==> config.mk <==
export PLATFORM = sky130hd
export DESIGN_NAME = iss_pair_stage
export DESIGN_NICKNAME = d
export VERILOG_FILES = /design/src/rtl/iss_pkg.sv /design/src/rtl/iss_arbiter.sv /design/src/rtl/iss_slot_queue.sv /design/src/rtl/iss_branch_station.sv /design/src/rtl/iss_pair_stage.sv
export SDC_FILE = /design/constraint.sdc
export NUM_CORES = 1
export LEC_CHECK = 0
export ABC_AREA = 1
export BUFFER_PORTS_ARGS = -buffer_cell sky130_fd_sc_hd__buf_4
export CORE_MARGIN = 2
export CORE_UTILIZATION = 40
export DETAILED_ROUTE_END_ITERATION = 7
export GPL_TIMING_DRIVEN = 0
export PLACE_DENSITY_LB_ADDON = 0.1
export SYNTH_ARGS = -nofsm -noshare
export SYNTH_HDL_FRONTEND = slang
export SYNTH_SLANG_ARGS = --single-unit
==> constraint.sdc <==
create_clock -name clk -period 3.62 [get_ports clk]
set_input_delay 0.543 -clock clk [delete_from_list [all_inputs] [get_ports clk]]
set_output_delay 0.543 -clock clk [all_outputs]
set_load 0.01 [all_outputs]
==> src/rtl/iss_pkg.sv <==
package iss_pkg;
  typedef logic [1:0] cnt_t;

  function automatic cnt_t cnt_clamp(cnt_t c);
    return (c == 2'd3) ? 2'd2 : c;
  endfunction

  function automatic cnt_t cnt_min(cnt_t a, cnt_t b);
    return (a < b) ? a : b;
  endfunction
endpackage

==> src/rtl/iss_arbiter.sv <==
module iss_arbiter
  import iss_pkg::*;
(
  input  logic [1:0] slot_valid,
  input  logic [1:0] slot_br,
  input  logic [1:0] can_issue,
  input  logic       flush,
  input  logic       st_busy,
  input  logic       st_done,
  output logic [1:0] go,
  output cnt_t       go_n,
  output logic       st_load,
  output logic       st_sel1
);
  logic st_free;
  logic ok0, ok1;

  always_comb begin
    st_free = !st_busy || st_done;
    ok0 = slot_valid[0] && can_issue[0] && (!slot_br[0] || st_free) && !flush;
    ok1 = ok0 && slot_valid[1] && can_issue[1] &&
          (!slot_br[1] || (st_free && !slot_br[0]));
    go      = {ok1, ok0};
    go_n    = {1'b0, ok0} + {1'b0, ok1};
    st_load = (ok0 && slot_br[0]) || (ok1 && slot_br[1]);
    st_sel1 = !(ok0 && slot_br[0]);
  end
endmodule

==> src/rtl/iss_slot_queue.sv <==
module iss_slot_queue
  import iss_pkg::*;
#(
  parameter int DATA_W = 32
) (
  input  logic              clk,
  input  logic              rst,
  input  logic              flush,
  input  cnt_t              go_n,
  input  cnt_t              fetch_count,
  input  logic [DATA_W-1:0] fetch_data0,
  input  logic [DATA_W-1:0] fetch_data1,
  input  logic [1:0]        fetch_br,
  output logic [1:0]        slot_valid,
  output logic [1:0]        slot_br,
  output logic [DATA_W-1:0] slot_data0,
  output logic [DATA_W-1:0] slot_data1,
  output cnt_t              room
);
  localparam int NSLOT = 2;

  logic [DATA_W-1:0] d_q [NSLOT];
  logic [DATA_W-1:0] d_n [NSLOT];
  logic [NSLOT-1:0]  v_q, v_n, b_q, b_n;
  logic [DATA_W-1:0] f_d [NSLOT];
  cnt_t occ, acc, rem;

  always_comb begin
    f_d[0] = fetch_data0;
    f_d[1] = fetch_data1;
    occ  = {1'b0, v_q[0]} + {1'b0, v_q[1]};
    room = 2'd2 - occ;
    acc  = cnt_min(cnt_clamp(fetch_count), room);
    rem  = occ - go_n;
    d_n = d_q;
    v_n = v_q;
    b_n = b_q;
    if (go_n == 2'd1) begin
      d_n[0] = d_q[1];
      b_n[0] = b_q[1];
      v_n    = {1'b0, v_q[1]};
    end else if (go_n == 2'd2) begin
      v_n = '0;
    end
    if (rem == 2'd0 && acc != 2'd0) begin
      d_n[0] = f_d[0];
      b_n[0] = fetch_br[0];
      v_n[0] = 1'b1;
      if (acc == 2'd2) begin
        d_n[1] = f_d[1];
        b_n[1] = fetch_br[1];
        v_n[1] = 1'b1;
      end
    end else if (rem == 2'd1 && acc != 2'd0) begin
      d_n[1] = f_d[0];
      b_n[1] = fetch_br[0];
      v_n[1] = 1'b1;
    end
    if (flush) v_n = '0;
  end

  for (genvar i = 0; i < NSLOT; i++) begin : g_slot
    always_ff @(posedge clk) begin
      if (rst) begin
        v_q[i] <= 1'b0;
        b_q[i] <= 1'b0;
        d_q[i] <= '0;
      end else begin
        v_q[i] <= v_n[i];
        b_q[i] <= b_n[i];
        d_q[i] <= d_n[i];
      end
    end
  end

  assign slot_valid = v_q;
  assign slot_br    = b_q;
  assign slot_data0 = d_q[0];
  assign slot_data1 = d_q[1];
endmodule

==> src/rtl/iss_branch_station.sv <==
module iss_branch_station #(
  parameter int DATA_W = 32
) (
  input  logic              clk,
  input  logic              rst,
  input  logic              flush,
  input  logic              load,
  input  logic [DATA_W-1:0] load_data,
  input  logic              done,
  output logic              busy,
  output logic [DATA_W-1:0] data
);
  always_ff @(posedge clk) begin
    if (rst) begin
      busy <= 1'b0;
      data <= '0;
    end else if (flush) begin
      busy <= 1'b0;
    end else if (load) begin
      busy <= 1'b1;
      data <= load_data;
    end else if (done) begin
      busy <= 1'b0;
    end
  end
endmodule

==> src/rtl/iss_pair_stage.sv <==
module iss_pair_stage
  import iss_pkg::*;
#(
  parameter int DATA_W = 32
) (
  input  logic              clk,
  input  logic              rst,
  input  logic              flush,
  input  logic [1:0]        fetch_count,
  input  logic [DATA_W-1:0] fetch_data0,
  input  logic [DATA_W-1:0] fetch_data1,
  input  logic [1:0]        fetch_br,
  output logic [1:0]        fetch_room,
  output logic [1:0]        slot_valid,
  output logic [1:0]        slot_br,
  output logic [DATA_W-1:0] slot_data0,
  output logic [DATA_W-1:0] slot_data1,
  input  logic [1:0]        slot_can_issue,
  input  logic              br_done,
  output logic [1:0]        iss_strobe,
  output logic [DATA_W-1:0] iss_data0,
  output logic [DATA_W-1:0] iss_data1,
  output logic              br_busy,
  output logic [DATA_W-1:0] br_data
);
  logic [1:0] go;
  cnt_t       go_n;
  logic       st_load, st_sel1;

  iss_arbiter u_arb (
    .slot_valid (slot_valid),
    .slot_br    (slot_br),
    .can_issue  (slot_can_issue),
    .flush      (flush),
    .st_busy    (br_busy),
    .st_done    (br_done),
    .go         (go),
    .go_n       (go_n),
    .st_load    (st_load),
    .st_sel1    (st_sel1)
  );

  iss_slot_queue #(.DATA_W(DATA_W)) u_q (
    .clk         (clk),
    .rst         (rst),
    .flush       (flush),
    .go_n        (go_n),
    .fetch_count (fetch_count),
    .fetch_data0 (fetch_data0),
    .fetch_data1 (fetch_data1),
    .fetch_br    (fetch_br),
    .slot_valid  (slot_valid),
    .slot_br     (slot_br),
    .slot_data0  (slot_data0),
    .slot_data1  (slot_data1),
    .room        (fetch_room)
  );

  iss_branch_station #(.DATA_W(DATA_W)) u_bst (
    .clk       (clk),
    .rst       (rst),
    .flush     (flush),
    .load      (st_load),
    .load_data (st_sel1 ? slot_data1 : slot_data0),
    .done      (br_done),
    .busy      (br_busy),
    .data      (br_data)
  );

  always_ff @(posedge clk) begin
    if (rst) begin
      iss_strobe <= '0;
      iss_data0  <= '0;
      iss_data1  <= '0;
    end else begin
      iss_strobe <= go;
      iss_data0  <= slot_data0;
      iss_data1  <= slot_data1;
    end
  end
endmodule

Word-level counts from Yosys, hierarchy flattened
Index checks and enable logic that the tools add are counted.
{"block": "classes", "eq_ne": 6, "muxes": 21, "magnitude_cmp": 1, "n_reduce_logical": 28, "n_addsub": 4, "n_bitwise": 1}
{"operator": "$mux 32", "count": 6}
{"operator": "$logic_and 1x1->1", "count": 11}
{"operator": "$mux 1", "count": 11}
{"operator": "$mux 2", "count": 4}
{"operator": "$reduce_bool 2->1", "count": 4}
{"operator": "$eq 2x2->1 const B", "count": 3}
{"operator": "$add 1x1->2", "count": 2}
{"operator": "$eq 2x1->1 const B", "count": 2}
{"operator": "$logic_not 1->1", "count": 4}
{"operator": "$logic_or 1x1->1", "count": 4}
{"operator": "$reduce_and 2->1", "count": 2}
{"operator": "$reduce_bool 3->1", "count": 1}
{"operator": "$logic_not 2->1", "count": 1}
{"operator": "$lt 2x2->1", "count": 1}
{"operator": "$ne 2x2->1 const B", "count": 1}
{"operator": "$reduce_or 2->1", "count": 1}
{"operator": "$sub 2x2->2", "count": 1}
{"operator": "$sub 2x2->2 const A", "count": 1}
{"operator": "$not 1->1", "count": 1}
{"block": "totals", "register_bits": 167, "in_bits": 74, "word_cells": 72, "output_inout_bits": 169}

Depth between registers and ports, before layout
{"block": "logic_depth", "word_depth": 14, "ltp_mapped": 20, "ltp_nobuf": 18}

Modules after synthesis
From an unflattened synthesis, not the netlist that was laid out.
{"block": "hier_totals", "hier_cells": 1108, "area_unflattened_um2": 7472.2}
{"module": "iss_slot_queue", "instances": 1, "area_per_inst_um2": 3621.0, "cells_per_inst": 566, "seq_area_each_um2": 1361.3}
{"module": "iss_pair_stage", "instances": 1, "area_per_inst_um2": 2304.7, "cells_per_inst": 309, "seq_area_each_um2": 1321.3}
{"module": "iss_branch_station", "instances": 1, "area_per_inst_um2": 1422.6, "cells_per_inst": 214, "seq_area_each_um2": 660.6}
{"module": "iss_arbiter", "instances": 1, "area_per_inst_um2": 123.9, "cells_per_inst": 19, "seq_area_each_um2": 0.0}

Worst setup path before layout
OpenSTA, ideal clock, no wires.
{"block": "synth_timing", "kind": "input to register", "from": "input port br_done", "to": "register u_q.d_q, in the netlist u_q.slot_data0[13]", "setup_time_ns": 0.116, "arrival_time_ns": 2.658, "setup_slack_ns": 0.846, "n_path_buf": 3, "path_stages": 19, "required_time_ns": 3.504, "path_cell_list": "inv_1 -> nand2_1 -> nor2_8 -> nor2_8 -> buf_2 -> nand3_1 -> inv_1 -> ha_1 -> ha_1 -> inv_1 -> nand2_1 -> nand2_1 -> nand2_1 -> nand2_2 -> nand3_2 -> buf_4 -> buf_2 -> nor2_1 -> nor2_1"}
{"block": "synth_via", "elab_chain_len": 12, "word_cells_on_any_way": 16, "cone_classes": "add/sub (2); eq/ne (1); mux (1); reduce/logical (12)"}
{"item": "start, declared", "line": "iss_pair_stage.sv:19", "source": "input logic br_done,"}
{"item": "$logic_or 1x1->1 *", "line": "iss_arbiter.sv:19", "source": "st_free = !st_busy || st_done;"}
{"item": "$logic_or 1x1->1 *", "line": "iss_arbiter.sv:20", "source": "ok0 = slot_valid[0] && can_issue[0] && (!slot_br[0] || st_free) && !flush;"}
{"item": "$logic_and 1x1->1 * (2 in series)", "line": "iss_arbiter.sv:20"}
{"item": "named net u_arb.ok0", "line": "iss_arbiter.sv:16", "source": "logic ok0, ok1;"}
{"item": "$logic_and 1x1->1 * (3 in series)", "line": "iss_arbiter.sv:21", "source": "ok1 = ok0 && slot_valid[1] && can_issue[1] &&"}
{"item": "named net u_arb.ok1", "line": "iss_arbiter.sv:16"}
{"item": "$add 1x1->2 *", "line": "iss_arbiter.sv:24", "source": "go_n = {1'b0, ok0} + {1'b0, ok1};"}
{"item": "$sub 2x2->2", "line": "iss_slot_queue.sv:34", "source": "rem = occ - go_n;"}
{"item": "$logic_not 2->1", "line": "iss_slot_queue.sv:45", "source": "if (rem == 2'd0 && acc != 2'd0) begin"}
{"item": "$logic_and 1x1->1", "line": "iss_slot_queue.sv:45"}
{"item": "$mux 32 or $reduce_bool 2->1 (tied branches)"}
{"item": "end signal, assigned by index", "line": "iss_slot_queue.sv:71", "source": "d_q[i] <= d_n[i];"}
{"item": "end, declared", "line": "iss_slot_queue.sv:22", "source": "logic [DATA_W-1:0] d_q [NSLOT];"}
Mark *: on every way through the listed nets, which the timed path passes. The rest lies on a longest branch.
A chain may end at the register's enable or synchronous reset.

Worst setup path in the final report
{"block": "layout_timing", "from": "register u_q.v_q[0], in the netlist u_q.slot_valid[0]", "to": "register u_q.d_q, in the netlist u_q.slot_data0[25]"}
{"block": "layout_via", "elab_chain_len": 11, "word_cells_on_any_way": 18, "cone_classes": "add/sub (4); order compare (1); eq/ne (1); mux (2); reduce/logical (10)"}
{"item": "start, declared", "line": "iss_slot_queue.sv:24", "source": "logic [NSLOT-1:0] v_q, v_n, b_q, b_n;"}
{"item": "start signal, assigned by index", "line": "iss_slot_queue.sv:69", "source": "v_q[i] <= v_n[i];"}
{"item": "$logic_and 1x1->1 * (3 in series)", "line": "iss_arbiter.sv:20"}
{"item": "named net u_arb.ok0", "line": "iss_arbiter.sv:16"}
{"item": "$logic_and 1x1->1 * (3 in series)", "line": "iss_arbiter.sv:21"}
{"item": "named net u_arb.ok1", "line": "iss_arbiter.sv:16"}
{"item": "$add 1x1->2 *", "line": "iss_arbiter.sv:24"}
{"item": "$sub 2x2->2", "line": "iss_slot_queue.sv:34"}
{"item": "$logic_not 2->1", "line": "iss_slot_queue.sv:45"}
{"item": "$logic_and 1x1->1", "line": "iss_slot_queue.sv:45"}
{"item": "$mux 32 or $reduce_bool 2->1 (tied branches)"}
Marks and branches as above.

==> run metrics <==
syn avg cell area slightly above 7 µm²; effective utilization at floorplan 0.405; Vias 7377; Clock Power Share 0.312; Worst Path Class, Setup flip-flop to flip-flop; Total Routing Usage GR 0.260; Final Wtd Congestion approximately 0.89; max-cap violations 0; drt total wl 25200 µm; clock transition at the registers of the reported paths 0.06 ns; PortBufs roughly 240; Final Slew Violations 0; internal power between 3000 and 4000 µW; crit path DAT around 3.7 ns; RSZ-0062 raised after global routing false; Antenna Diode Count 0; critical path endpoint category flip-flop; worst slew pin tran between 0.5 and 0.6 ns; status finished, final reports clean; DR vias/cell roughly 4.8; Filler cells between 1500 and 2000; TNS Setup 0 ns; global-route wire length before repair roughly 39000 µm; Post-Syn Instances around 1000; Achievable Freq about 0.30 GHz; Final Cycle Share 0.921; placed cells roughly 1500; Req. time, crit path between 3 and 4 ns; DRC violations left 0; Most Crowded Layer GR met1; Core Footprint ~18000 µm²; std cell rows around 50; Comb power frac 0.292; Root Driver clkbuf_16; Synth Net Count 1099; CTS tree done; Clock Skews around 0.025 ns; final setup fails 0; synth warn 0; CTS Buffer Depth 2; share of cells above drive strength 1 0.249; VDD IR max 0.369 mV; Seq/Total Area, Yosys 0.463; die area around 19000 µm²; worst hold-check path type input port to flip-flop; Sink Count ~170; static leakage 0.00505 µW; I/O Pins roughly 240; Critical Path Fanout Max 10; H-tree depth 4; Seq pwr share 0.396; Cell Area, Synth approximately 7200 µm²; crit start category flip-flop; number of synthesized register bits about 170; synth unique cells 27; met2 Track Usage GR 0.372; largest net degree at the start of global routing 17; post-CTS setup buffers 0; post-DR wirelength/cell around 17 µm; DRT Pass-1 Iters 7; Antenna Nets Post-Route 0; Die W between 100 and 150 µm; Net Sw Power ~2100 µW; Slew headroom 0.600; Area Growth Syn to Fin 37.5%; GRT overflow 0; vias in the first global route just under 7000; Chip Height 138 µm; insertion delay to the later sink of the worst-skew pair approximately 0.45 ns; Final Net Count around 1400; M1 GR Usage 0.397; hpwl dp 19600 µm; final cell count without fillers roughly 1500; P per Cell Area 609 nW/µm²; sw frac 0.351; Iter 0 DRT Violations approximately 620; GR Layer Usage met3 0.0478; CTS buffer count 17; initial antenna violation count 0; minimum clock period 3.34 ns; Total Power about 6000 µW; Final Hold Vio Count 0
## layer usage
| layer | part of all wire | wire (µm) |
|---|---|---|
| met5 | 0 | 0 |
| met3 | 0.076 | 1910 |
| met1 | 0.49 | 12300 |
| met4 | 0.019 | 468 |
| met2 | 0.42 | 10600 |
## power groups by stage
stage	clock, µW	sequential (µW)	combinational (µW)
after global placement	0	2420	1730
after floorplan	0	2460	801
after global routing	1990	2420	1940
after CTS	1890	2380	1760
after detailed placement	0	2420	1750
final	1890	2390	1760
## metrics by stage
step | area [µm²] | hold WS (ns) | setup slack (ns) | utilization
2_1_floorplan | 7220 | 0.471 | 0.846 | -
3_3_place_gp | 9330 | 0.443 | 0.0913 | 0.523
3_5_place_dp | 9330 | 0.443 | 0.0681 | 0.523
4_1_cts | 9930 | 0.335 | 0.291 | 0.557
5_1_grt | 9930 | 0.353 | 0.0899 | 0.557
6_report | 9930 | 0.350 | 0.284 | 0.557
## placed cells by master, fill, tap and decap left out
| cell type | Yosys | layout |
|---|---|---|
| nand3_1 | 142 | 142 |
| clkbuf_16 | 0 | 17 |
| nand3b_4 | 1 | 1 |
| nand2_2 | 1 | 1 |
| o21ai_0 | 47 | 47 |
| nand4_4 | 1 | 1 |
| nor3_1 | 1 | 1 |
| bufinv_16 | 0 | 3 |
| dfxtp_1 | 167 | 167 |
| clkinv_4 | 0 | 3 |
| nand4_1 | 53 | 53 |
| nand2_4 | 3 | 3 |
| buf_2 | 21 | 21 |
| inv_6 | 0 | 3 |
| a21oi_1 | 35 | 35 |
| clkbuf_1 | 30 | 30 |
| nor2_8 | 2 | 2 |
| ha_1 | 6 | 6 |
| nand3_2 | 1 | 1 |
| inv_2 | 1 | 1 |
| clkinv_2 | 0 | 2 |
| nor2_1 | 92 | 92 |
| nand3_4 | 1 | 1 |
| inv_1 | 148 | 148 |
| inv_4 | 1 | 1 |
| buf_6 | 4 | 4 |
| o21ai_1 | 2 | 2 |
| buf_4 | 9 | 251 |
| clkbuf_2 | 1 | 2 |
| nand2_1 | 239 | 239 |
| nor2_4 | 1 | 1 |
| clkinvlp_4 | 0 | 3 |
| buf_1 | 9 | 9 |
## what timing repair did
action	4_1_cts	5_1_grt
hold buffers	0	0
resized for setup	0	2
endpoints found under the setup margin	0	3
## cells in the mapped netlist (all sizes together)
master | number | area [µm²]
clkbuf | 31 | 118
buf | 43 | 251
nand2 | 243 | 937
nand4 | 54 | 353
nor2 | 95 | 397
dfxtp | 167 | 3340
nand3b | 1 | 20.0
a21oi | 35 | 175
ha | 6 | 75.1
nor3 | 1 | 5.00
nand3 | 144 | 738
o21ai | 49 | 245
inv | 150 | 566
## state kept, by name, indices dropped and copies added, names as in the netlist
| register | flops |
|---|---|
| iss_data0 | 32 |
| iss_data1 | 32 |
| iss_strobe | 2 |
| u_bst.busy | 1 |
| u_bst.data | 32 |
| u_q.slot_br | 2 |
| u_q.slot_data0 | 32 |
| u_q.slot_data1 | 32 |
| u_q.slot_valid | 2 |
## worst max-delay path, stage by stage, from the launching register on
cell      delay, ns
dfxtp_1        0.50
nand3b_4       0.15
nor2_8         0.23
buf_2          0.28
nand3_1        0.16
inv_1          0.09
ha_1           0.26
ha_1           0.21
inv_1          0.05
nand2_1        0.05
nand2_1        0.06
nand2_1        0.06
nand2_2        0.22
nand3_2        0.23
buf_4          0.23
buf_2          0.20
nor2_1         0.15
nor2_1         0.06
## kinds of logic (layout without fill, tap and decap cells)
logic type               Yosys count  in the layout  share of synthesized area
adder cells (fa/ha/maj)            6              6                     0.0104
buffers and inverters            224            498                      0.129
flip-flops                       167            167                      0.463
AO/OA/AOI/OAI                     84             84                     0.0582
AND/OR/NAND/NOR                  538            538                      0.339
## cell type report
class	count	area [µm²]	area share
Tap cell	229	287	0.0288
Buffer	74	370	0.0373
Multi-Input combinational cell	628	2950	0.297
Timing Repair Buffer	242	1820	0.183
Inverter	150	566	0.0569
Sequential cell	167	3340	0.337
Clock inverter	14	175	0.0176
Clock buffer	18	429	0.0432
## worst paths after layout
kind                       from                  to  slack [ns]  depth (start not counted)
max           u_q.slot_valid[0]  u_q.slot_data0[25]        0.28                         17
min             fetch_data0[18]  u_q.slot_data0[18]        0.35                          3
max reg2reg   u_q.slot_valid[0]  u_q.slot_data0[25]        0.28                         17
min reg2reg  u_q.slot_data0[24]       iss_data0[24]        0.46                          2
No activity file was read; power rests on OpenSTA's default activity.
